**src/rtl/smb_regread_slave.sv**
```systemverilog
module smb_regread_slave #(
  parameter int         NREG    = 8,
  parameter logic [7:0] SMI_CMD = 8'h08
) (
  input  logic            clk,
  input  logic            rst_n,
  input  logic            scl_in,
  input  logic            sda_in,
  input  logic [6:0]      own_addr,
  input  logic [2:0]      pwr_state,
  input  logic [NREG*8-1:0] reg_values,
  input  logic            smi_clr,
  output logic            sda_pull,
  output logic            smi_sts
);

  typedef enum logic [3:0] {
    IDLE, ADDR, ADDR_CHK, ADDR_ACK, CMD, CMD_CHK, CMD_ACK, WAIT, TX, MACK, IGN
  } st_t;

  st_t        st;
  logic       scl_m, scl_s, scl_q, sda_m, sda_s, sda_q;
  logic [2:0] cnt;
  logic [7:0] sh, cmd, tx, rd_byte;
  logic       rs, pull, smi;

  wire start_c  = scl_s & scl_q & sda_q & ~sda_s;
  wire stop_c   = scl_s & scl_q & ~sda_q & sda_s;
  wire scl_rise = scl_s & ~scl_q;
  wire scl_fall = ~scl_s & scl_q;
  wire addr_ok  = (sh[7:1] == own_addr) && (sh[0] == rs);
  wire smi_set  = stop_c && (st == WAIT) && (cmd == SMI_CMD) && (pwr_state == 3'd0);

  always_comb begin
    rd_byte = 8'h00;
    for (int i = 0; i < NREG; i++)
      if (cmd == 8'(i)) rd_byte = reg_values[i*8 +: 8];
  end

  always_ff @(posedge clk or negedge rst_n) begin
    if (!rst_n) begin
      {scl_m, scl_s, scl_q, sda_m, sda_s, sda_q} <= '1;
      st <= IDLE; cnt <= '0; sh <= '0; cmd <= '0; tx <= '0;
      rs <= 1'b0; pull <= 1'b0; smi <= 1'b0;
    end else begin
      scl_m <= scl_in; scl_s <= scl_m; scl_q <= scl_s;
      sda_m <= sda_in; sda_s <= sda_m; sda_q <= sda_s;
      smi   <= (smi & ~smi_clr) | smi_set;
      if (stop_c) begin
        st <= IDLE; pull <= 1'b0;
      end else if (start_c) begin
        st <= ADDR; cnt <= '0; rs <= (st == WAIT); pull <= 1'b0;
      end else begin
        case (st)
          ADDR, CMD: if (scl_rise) begin
            sh  <= {sh[6:0], sda_s};
            cnt <= 3'(cnt + 3'd1);
            if (cnt == 3'd7) st <= (st == ADDR) ? ADDR_CHK : CMD_CHK;
          end
          ADDR_CHK: if (scl_fall) begin
            if (addr_ok) begin pull <= 1'b1; st <= ADDR_ACK; end
            else st <= IGN;
          end
          ADDR_ACK: if (scl_fall) begin
            cnt <= '0;
            if (rs) begin tx <= rd_byte; pull <= ~rd_byte[7]; st <= TX; end
            else begin pull <= 1'b0; st <= CMD; end
          end
          CMD_CHK: if (scl_fall) begin cmd <= sh; pull <= 1'b1; st <= CMD_ACK; end
          CMD_ACK: if (scl_fall) begin pull <= 1'b0; st <= WAIT; end
          TX: if (scl_fall) begin
            cnt <= 3'(cnt + 3'd1);
            if (cnt == 3'd7) begin pull <= 1'b0; st <= MACK; end
            else begin tx <= {tx[6:0], 1'b0}; pull <= ~tx[6]; end
          end
          MACK: if (scl_rise) st <= IDLE;
          default: ;
        endcase
      end
    end
  end

  assign sda_pull = pull;
  assign smi_sts  = smi;

  assert_sda_scl_low_R12: assert property (@(posedge clk) disable iff (!rst_n)
    (sda_pull != $past(sda_pull)) |-> !$past(scl_s));
  assert_no_pull_ignored_R2: assert property (@(posedge clk) disable iff (!rst_n)
    (st == IGN) |-> !sda_pull);
  assert_set_only_s0_R6: assert property (@(posedge clk) disable iff (!rst_n)
    $rose(smi_sts) |-> ($past(pwr_state) == 3'd0));
  assert_sticky_R9: assert property (@(posedge clk) disable iff (!rst_n)
    $fell(smi_sts) |-> $past(smi_clr));
  assert_set_beats_clear_R10: assert property (@(posedge clk) disable iff (!rst_n)
    smi_set |=> smi_sts);
  assert_idle_release_R12: assert property (@(posedge clk) disable iff (!rst_n)
    (st == MACK || st == WAIT || st == IDLE) |-> !sda_pull);

endmodule

```
**config.mk**
```make
export PLATFORM = sky130hd
export DESIGN_NAME = smb_regread_slave
export DESIGN_NICKNAME = d
export VERILOG_FILES = /design/src/rtl/smb_regread_slave.sv
export SDC_FILE = /design/constraint.sdc
export NUM_CORES = 1
export LEC_CHECK = 0
export ABC_AREA = 1
export BUFFER_PORTS_ARGS = -buffer_cell sky130_fd_sc_hd__buf_4
export CAP_MARGIN = 20
export CORE_ASPECT_RATIO = 0.7
export CORE_UTILIZATION = 35
export CTS_BUF_LIST = sky130_fd_sc_hd__clkbuf_8 sky130_fd_sc_hd__clkbuf_16
export CTS_CLUSTER_DIAMETER = 200
export CTS_CLUSTER_SIZE = 25
export DETAILED_ROUTE_END_ITERATION = 6
export GPL_TIMING_DRIVEN = 0
export SLEW_MARGIN = 40
export SYNTH_ARGS = -nofsm -noshare
export SYNTH_HDL_FRONTEND = slang
export SYNTH_SLANG_ARGS = --single-unit
```
**constraint.sdc**
```tcl
create_clock -name clk -period 3.44 [get_ports clk]
set_input_delay 0.344 -clock clk [delete_from_list [all_inputs] [get_ports clk]]
set_output_delay 0.344 -clock clk [all_outputs]
set_load 0.01 [all_outputs]
```
==> flow_metrics.tcl, run 1 <==
set metrics [dict create \
    status "complete, but fails checks" \
    violations "negative hold slack" \
    rows 26 \
    avgSynthCellArea_sq_um 6.89 \
    multi_input_area_sq_um 1520 \
    gr-usage-met1_pct 28.0 \
    cp.required_ps 3680 \
    wl_per_cell_um 12.8 \
    synth_mux_area_share_pct 0.411 \
    crit_arrival_ps 2040 \
    clk_pin_slew_ps 80 \
    fin_crit_sh_pct 52.1 \
    tightest_slew_ps 500 \
    sequentialPowerShare_pct 28.1 \
    whs_ps -4.23 \
    synthXorXnorAreaFrac_pct 2.55 \
    fp.dieW_um 108 \
    dp.cells 576 \
    place_ws_ps 1680 \
    ff_latch_area_sq_um 983 \
    final_nets 566 \
    yosys_register_bits 39 \
    dpl_cell_area_sq_um 3470 \
    use_met2_pct 29.1 \
    busiest_layer "met2" \
    tns_ps 0 \
    ctsLongestPathBuffers 2 \
    ios 81 \
    drt_pass1_iterations 4 \
    fin_worst_skew_ps 8.59 \
    instances_no_fill 584 \
    hp-class "in -> async" \
    fillers 771 \
    p_leak_nw 1.82 \
    hold_buffers 0 \
    reg2reg_slack_ps 1650 \
    grt_max_degree 40 \
    synth_cell_types 36 \
    grt.total_usage_pct 19.3 \
    drive_gt1_share_pct 29.8 \
    r2r_cells 8 \
    tritoncts "yes" \
    numCtsBuffers 5 \
    core_area_sq_um 7450 \
    die_area_sq_um 8200 \
    fin_util_pct 48.1 \
    switching_share_pct 47.8 \
    cell_internal_pwr_mw 1.41 \
    port_buffers 80 \
    synth_top_family_by_area "simple AND/OR/NAND/NOR gates" \
    ant_nets 0 \
    cts_setup_buffers 0 \
    die_h_um 76.1 \
    insertion_delay_ps 300 \
    synth_warnings 0 \
    cts-resized-gates 0 \
    antenna_found_initial 0 \
    max-slew-margin-rel_pct 66.6 \
    p_sw_mw 1.29 \
    initial_utilization_pct 36.8 \
    worst-path-max-fanout 9 \
    wl_mm 7.50 \
    max_freq_ghz 0.558 \
    num_antenna_cells 0 \
    power.density_nw_per_um2 753 \
    seq_area_frac_synth_pct 35.9 \
    gp_congestion 0.885 \
    grtUsageMet3_pct 3.76 \
    rsz0062_at_grt "false" \
    synth_fa_ha_area_share_pct 0.912 \
    fin_crit_ps 1790 \
    power_frac_comb_pct 57.1 \
    ir_drop_uv 370 \
    final_max_slew_viol_count 0 \
    worst_slack_ps 1650 \
    clock_sinks 39 \
    clock_power_share_pct 14.8 \
    htreeDepth 2 \
    yosys.area_share.simple_pct 43.4 \
    crit_path_end_kind "flip-flop" \
    reg2reg_from "sda_s$_DFF_PN1_" \
    overflow 0 \
    drc 0 \
    drt_iter0_drc 138 \
    power_mw 2.70 \
    path_class "reg -> reg" \
    grt_first_pass_wirelength_mm 12.3 \
    grt_pass1_vias 2566 \
    cts_root_buf "clkbuf_8" \
    vias 2767 \
    synthesis.nets 479 \
    synth_area_sq_um 2740 \
    final_area_sq_um 3580 \
    vias_per_cell 4.74 \
    netlist_instances 398 \
    r2r_end "st[2]$_DFFE_PN0P_" \
    setup_viol 0 \
    final-hold-violation-count 4 \
    cap_viol_max_count 0 \
    start_kind "flip-flop" \
    synth_compound_area_share_pct 7.94 \
    hpwlAfterDp_mm 6.12 \
    area_growth_syn_to_layout_pct 30.7 \
]
[worst max path at each step]
stage          cells past startpoint                 to                from
2_1_floorplan                     10  tx[3]$_DFFE_PN0P_  cnt[0]$_DFFE_PN0P_
3_3_place_gp                       8  st[2]$_DFFE_PN0P_     sda_s$_DFF_PN1_
3_5_place_dp                       8  st[2]$_DFFE_PN0P_     sda_s$_DFF_PN1_
4_1_cts                            8  st[2]$_DFFE_PN0P_     sda_s$_DFF_PN1_
5_1_grt                            8  st[2]$_DFFE_PN0P_     sda_s$_DFF_PN1_
6_report                           8  st[2]$_DFFE_PN0P_     sda_s$_DFF_PN1_
[final cells by class]
type,instances,area share (%)
buffer,7,1.26
timing repair buffer,80,16.8
clock inverter,2,0.978
clock buffer,6,2.30
inverter,53,5.55
tap,98,3.42
multi-input combinational,299,42.3
sequential,39,27.4
[placed cells by master, fill, tap and decap left out, drive strengths merged, types with 5 or more instances in the layout]
cell type and n:
dfrtp 33, inv 52, nand4 14, nand2 145
buf 85, nor3 6, nand3 37, a21oi 5
clkbuf 8, o2111ai 6, o21ai 21, xnor2 8
nor2 47, dfstp 6
[synth_stat cells]
cell type	n	area share, %
a21oi_2	2	0.64
xnor2_1	8	2.6
nand3b_1	1	0.27
o22ai_1	1	0.23
dfstp_2	6	5.7
nand2_4	4	1.6
nand4_1	14	3.2
nand3_1	35	6.4
nor3_4	2	1.2
nor3_1	3	0.55
nor2_4	3	1.2
nand3_2	1	0.36
nor3_2	1	0.36
o21bai_1	1	0.27
o2111ai_1	6	1.9
buf_2	3	0.55
inv_2	11	1.5
dfrtp_1	33	30
nor4_1	1	0.23
o21ai_0	17	3.1
ha_1	2	0.91
a21oi_1	3	0.55
o21ai_1	4	0.73
nand3_4	1	0.64
nand2_2	7	1.6
mux2_2	1	0.41
clkbuf_1	2	0.27
a31oi_1	1	0.23
nand2_1	134	18
and2_1	1	0.23
clkinv_1	1	0.14
nor2_2	13	3.0
inv_1	41	5.6
buf_6	2	0.82
nor2_1	31	4.2
o31ai_1	1	0.27
[worst max-delay path, cell delays in order, from the launching register on]
cell and delay [ps]:
dfstp_2 540, inv_1 50, nand4_1 180, inv_1 120, nor2_2 330, nand2_1 100, a31oi_1 250, nand2_1 100
nand2_1 60
[cell families (layout without fill, tap and decap cells)]
family | count (synthesis) | after routing
DFF | 39 | 39
muxes | 1 | 1
AOI/OAI and AO/OA | 36 | 36
and+or+nand+nor | 252 | 252
buffers and inverters | 60 | 148
xor gates and xnor gates | 8 | 8
adders and majority gates | 2 | 2
[flip-flops by register name, indices dropped and copies added, names as in the netlist, 3 cells and up]
name  flops
tx        7
st        4
sh        8
cmd       8
cnt       3
[power groups by stage]
stage / Combinational, mW / Clock [mW] / Sequential [mW]
2_1_floorplan: 1.14 / 0 / 0.739
3_3_place_gp: 1.53 / 0 / 0.763
3_5_place_dp: 1.55 / 0 / 0.768
4_1_cts: 1.55 / 0.413 / 0.760
5_1_grt: 1.78 / 0.429 / 0.785
6_report: 1.54 / 0.401 / 0.758
[layer usage]
layer  share of wire (%)  vias up  wire (um)
li1                    -     1450          -
met1                  52     1258       3900
met2                  43       48       3220
met3                 3.8       11        287
met4                 1.3        0         95
met5                   0        -          0
Power figures use the tool's default switching activity.
==> inputs of run 2 (changes only) <==
==> constraint.sdc (replaced) <==
create_clock -name clk -period 1.75 [get_ports clk]
set_input_delay 0.175 -clock clk [delete_from_list [all_inputs] [get_ports clk]]
set_output_delay 0.175 -clock clk [all_outputs]
set_load 0.01 [all_outputs]
==> run 2 against run 1 <==
The flow now finishes without violations. Critical path depth up 3. Hold slack improved by 76 ps. Setup slack worse by 1500 ps. First-iteration DRC count is 20% higher. Wire length increased by 1.5%. Register-to-register slack worse by 1500 ps. Flip-flop and latch count unchanged. Final cell count rose by 2.1%. Clock-buffer cell count unchanged. Non-clock buffer count is 12 higher. Sequential share of layout area is 1.1 points lower.
==> flow_metrics.tcl, run 2 (synthesis results as in run 1) <==
set metrics [dict create \
    endpoint "tx[4]$_DFFE_PN0P_" \
    cell_internal_pwr_mw 2.95 \
    slowest_delay_ps 460 \
    numCtsBuffers 5 \
    fin_worst_skew_ps 8.98 \
    grt.total_usage_pct 19.4 \
    switching_share_pct 47.3 \
    initial_utilization_pct 36.8 \
    reg2reg_slack_ps 130 \
    whs_ps 71.8 \
    p_sw_mw 2.64 \
    critPathLaunch "st[2]$_DFFE_PN0P_" \
    crit_arrival_ps 1820 \
    crit_path_end_kind "flip-flop" \
    num_antenna_cells 0 \
    grt_pass1_vias 2599 \
    ios 81 \
    ant_nets 0 \
    layout_commonest_cell "nand2_1" \
    tightest_slew_ps 502 \
    fp.dieW_um 108 \
    setup_viol 0 \
    core_area_sq_um 7450 \
    hpwlAfterDp_mm 6.12 \
    power_mw 5.59 \
    fillers 759 \
    ctsLongestPathBuffers 2 \
    rsz0062_at_grt "true" \
    wl_per_cell_um 12.8 \
    grt_first_pass_wirelength_mm 12.4 \
    cts_root_buf "clkbuf_8" \
    rows 26 \
    drt_iter0_drc 166 \
    final_max_slew_viol_count 0 \
    cp.required_ps 1940 \
    p_leak_nw 1.89 \
    path_cells "nor2_2 > nand2_4 > inv_2 > nand2_1 > o21ai_0 > nor2_1 > inv_2 > buf_6 > nor2_2 > nand2_1 > nand2_1" \
    wl_mm 7.61 \
    start_kind "flip-flop" \
    die_area_sq_um 8200 \
    overflow 0 \
    cp_slowest_cell "dfrtp_1" \
    fin_crit_ps 1620 \
    dpl_cell_area_sq_um 3470 \
    drt_pass1_iterations 4 \
    htreeDepth 2 \
    status "complete, no violations" \
    cap_viol_max_count 0 \
    power_frac_comb_pct 58.9 \
    hp-class "in -> reg" \
    max-slew-margin-rel_pct 66.5 \
    drc 0 \
    r2r_cells 11 \
    die_h_um 76.1 \
    layout_common_cells "132 x nand2_1, 89 x buf_4, 41 x inv_1" \
    power.density_nw_per_um2 1490 \
    path_class "reg -> reg" \
    area_growth_syn_to_layout_pct 36.7 \
    reg2reg_from "st[2]$_DFFE_PN0P_" \
    vias 2821 \
    sequentialPowerShare_pct 27.1 \
    tritoncts "yes" \
    clock_sinks 39 \
    fin_util_pct 50.3 \
    insertion_delay_ps 300 \
    drive_gt1_share_pct 32.7 \
    vias_per_cell 4.73 \
    max_freq_ghz 0.616 \
    fin_crit_sh_pct 92.8 \
    path_common_cell "nand2_1" \
    r2r_end "tx[4]$_DFFE_PN0P_" \
    clk_pin_slew_ps 80 \
    final_nets 578 \
    antenna_found_initial 0 \
    gp_congestion 0.885 \
    ff_latch_area_sq_um 987 \
    reg_top3 "cmd x8, sh x8, tx x7" \
    instances_no_fill 596 \
    worst-path-max-fanout 10 \
    port_buffers 80 \
    grt_max_degree 40 \
    dp.cells 576 \
    ir_drop_uv 732 \
    clock_power_share_pct 14.0 \
    final_area_sq_um 3750 \
    final-hold-violation-count 0 \
    multi_input_area_sq_um 1560 \
]
==> run 2: changes by cell type in the layout (fill, tap and decap cells not counted), sizes merged <==
cell | before | now
inv | 52 | 53
clkinv | 2 | 1
dlygate4sd3 | 0 | 3
buf | 85 | 94
==> run 2: worst max-delay path, delay by kind of cell, from the launching register on <==
family / cells / cell delay, ps
DFF: 1 / 460
buffers and inverters: 3 / 350
AOI/OAI and AO/OA: 1 / 80
and+or+nand+nor: 7 / 630
==> run 2: layout make-up <==
class,instances,area share (%)
Tap cell,98,3.27
Clock inverter,2,0.935
Buffer,7,1.54
Clock buffer,6,2.20
Multi-Input combinational cell,299,41.7
Inverter,53,5.37
Sequential cell,39,26.3
Timing Repair Buffer,92,18.6
==> run 2: repair_timing <==
| item | CTS | global route |
|---|---|---|
| pin swaps | 0 | 12 |
| hold endpoints to repair | 35 | 0 |
| hold buffers | 3 | 0 |
| setup buffers | 0 | 9 |
| endpoints found under the setup margin | 2 | 18 |
| resized for setup | 2 | 21 |
==> run 2: metal layers <==
metal / track usage, % / vias up / wire (um)
li1: - / 1476 / -
met1: 28.1 / 1285 / 3880
met2: 29.6 / 52 / 3290
met3: 3.76 / 8 / 359
met4: 4.93 / 0 / 77
met5: 0 / - / 0
==> run 2: power groups by stage <==
stage                     clock (mW)  combinational [mW]  sequential, mW
after global placement             0                3.01            1.50
after CTS                      0.812                3.06            1.50
after floorplan                    0                2.24            1.45
final                          0.785                3.29            1.51
after global routing           0.843                3.76            1.57
after detailed placement           0                3.04            1.51
==> run 2: worst min path at each step <==
stage,endpoint,start,cells after the start,slack (ps)
4_1_cts,smi_sts$_DFF_PN0_,smi_clr,2,70
5_1_grt,smi_sts$_DFF_PN0_,smi_clr,2,60
3_3_place_gp,sh[6]$_DFFE_PN0P_,rst_n,1,180
2_1_floorplan,cmd[0]$_DFFE_PN0P_,rst_n,0,-120
6_report,smi_sts$_DFF_PN0_,smi_clr,2,70
3_5_place_dp,sh[6]$_DFFE_PN0P_,rst_n,1,180
==> run 2: metrics by stage <==
step	setup WS [ps]	setup TNS, ps
after floorplan	334	0
after global placement	-9.09	-9.09
after detailed placement	-5.75	-5.75
after CTS	11.8	0
after global routing	-5.30	-5.30
final	126	0
==> inputs of run 3 (changes only) <==
--- a/config.mk
+++ b/config.mk
@@ -15,6 +15,7 @@
 export CTS_CLUSTER_SIZE = 25
 export DETAILED_ROUTE_END_ITERATION = 6
 export GPL_TIMING_DRIVEN = 0
+export SETUP_SLACK_MARGIN = 0.3
 export SLEW_MARGIN = 40
 export SYNTH_ARGS = -nofsm -noshare
 export SYNTH_HDL_FRONTEND = slang
==> run 3 against run 2 <==
Clock skew down 0.92 ps. Sequential share of layout area is 2.5 points lower. Hold slack worse by 30 ps. Flip-flop and latch count stayed put. Setup slack lost 14 ps. Critical endpoint is now st[3]$_DFFE_PN0P_.
==> flow_metrics.tcl, run 3 (synthesis results as in run 1) <==
set metrics [dict create \
    status "complete, no violations" \
    clock_power_share_pct 12.2 \
    vias 3005 \
    wl_per_cell_um 13.7 \
    drc 0 \
    grt_pass1_vias 2782 \
    place_ws_ps -5.75 \
    critPathLaunch "st[2]$_DFFE_PN0P_" \
    setup_viol 0 \
    worst-path-max-fanout 5 \
    max_freq_ghz 0.610 \
    initial_utilization_pct 36.8 \
    cell_internal_pwr_mw 3.43 \
    crit_arrival_ps 1830 \
    fin_crit_ps 1640 \
    fillers 719 \
    fin_worst_skew_ps 8.06 \
    clock_sinks 39 \
    reg2reg_slack_ps 110 \
    final_max_slew_viol_count 0 \
    ant_nets 0 \
    fin_crit_sh_pct 93.6 \
    die_h_um 76.1 \
    r2r_cells 9 \
    gp_congestion 0.885 \
    grt.total_usage_pct 20.8 \
    power.density_nw_per_um2 1560 \
    cts_root_buf "clkbuf_8" \
    drive_gt1_share_pct 42.7 \
    wl_mm 8.49 \
    worstHoldPathCells 2 \
    power_frac_comb_pct 63.5 \
    overflow 0 \
    rows 26 \
    crit_path_end_kind "flip-flop" \
    max-slew-margin-rel_pct 66.1 \
    layout_commonest_cell "nand2_1" \
    rsz0062_at_grt "true" \
    dpl_cell_area_sq_um 3470 \
    path_class "reg -> reg" \
    multi_input_area_sq_um 1710 \
    p_leak_nw 2.07 \
    clk_pin_slew_ps 80 \
    area_growth_syn_to_layout_pct 51.5 \
    switching_share_pct 47.0 \
    antenna_found_initial 0 \
    fp.dieW_um 108 \
    cap_viol_max_count 0 \
    ff_latch_area_sq_um 990 \
    drt_pass1_iterations 4 \
    ir_drop_uv 942 \
    num_antenna_cells 0 \
    grt_first_pass_wirelength_mm 13.2 \
    numCtsBuffers 5 \
    ctsLongestPathBuffers 2 \
    final_nets 604 \
    cp.required_ps 1940 \
    p_sw_mw 3.04 \
    hpwlAfterDp_mm 6.12 \
    reg2reg_from "st[2]$_DFFE_PN0P_" \
    htreeDepth 2 \
    reg_top3 "cmd x8, sh x8, tx x7" \
    drt_iter0_drc 134 \
    min-delay-start "smi_clr" \
    tightest_slew_ps 509 \
    die_area_sq_um 8200 \
    hp-class "in -> reg" \
    tritoncts "yes" \
    layout_common_cells "122 x nand2_1, 107 x buf_4, 36 x inv_1" \
    final_area_sq_um 4150 \
    vias_per_cell 4.83 \
    worst_slack_ps 112 \
    port_buffers 80 \
    start_kind "flip-flop" \
    insertion_delay_ps 300 \
    core_area_sq_um 7450 \
    ios 81 \
    final-hold-violation-count 0 \
    sequentialPowerShare_pct 24.3 \
    grt_max_degree 40 \
]
run 3: cell types whose count changed in the layout (fill, tap and decap cells not counted), moves of 6 or more:
cell     previous run  this run
o21ai_1             4        11
nand3_2             1         7
buf_4              89       107
nand2_1           132       122
nand3_1            35        29
buf_6               4        11
o21ai_0            17        10
nor2_4              9        15
run 3: what timing repair did:
action | in CTS | in global routing
endpoints found under the hold margin | 35 | 0
cloned | 1 | 2
resized for setup | 45 | 49
setup buffers | 17 | 15
pin swaps | 26 | 33
setup endpoints to repair | 32 | 32
hold buffers | 3 | 0
run 3: cell type report:
cell class / count / share of cell area [%]
well taps: 98 / 2.95
inverters: 53 / 4.97
flip-flops and latches: 39 / 23.8
plain buffers: 7 / 1.75
multi-input cells: 299 / 41.2
clock buffers: 6 / 1.99
clock inverters: 2 / 0.843
repair buffers: 118 / 22.4
run 3: per-layer routing:
| metal | wire length (um) | GRT usage, % |
|---|---|---|
| met5 | 0 | 0 |
| met3 | 437 | 4.11 |
| met1 | 4090 | 29.4 |
| met2 | 3880 | 32.1 |
| met4 | 92 | 5.75 |
run 3: per-stage QoR:
stage | TNS (ps) | utilization, % | total power [mW] | hold slack (ps) | instances
4_1_cts | 0 | 52.3 | 5.85 | 34.8 | 605
3_3_place_gp | -9.09 | 46.5 | 4.51 | 181 | 576
5_1_grt | -9.90 | 55.8 | 7.04 | 30.0 | 622
6_report | 0 | 55.8 | 6.47 | 41.4 | 622
2_1_floorplan | 0 | - | 3.70 | -121 | 398
3_5_place_dp | -5.75 | 46.5 | 4.55 | 182 | 576
run 3: path summary, 6_finish.rpt:
kind                                     end
max in group asynchronous  st[0]$_DFFE_PN0P_
hold / removal             smi_sts$_DFF_PN0_
min in group asynchronous  sh[5]$_DFFE_PN0P_
setup / recovery           st[3]$_DFFE_PN0P_
hold reg to reg              sda_s$_DFF_PN1_
setup reg to reg           st[3]$_DFFE_PN0P_
run 3: worst max-delay path, cell delays in order, from the launching register on:
cell	delay, ps
dfrtp_1	490
nor2_4	210
nand2_1	110
inv_1	120
nor2_4	60
nand3_1	110
nand2_2	90
and2_1	180
nand4_1	100
nand2_1	60
run 3: power groups by stage:
stage | Clock (mW) | Combinational, mW | Sequential, mW
finish | 0.790 | 4.11 | 1.57
global route | 0.843 | 4.58 | 1.62
CTS | 0.811 | 3.50 | 1.54
detailed placement | 0 | 3.04 | 1.51
global placement | 0 | 3.01 | 1.50
floorplan | 0 | 2.24 | 1.45
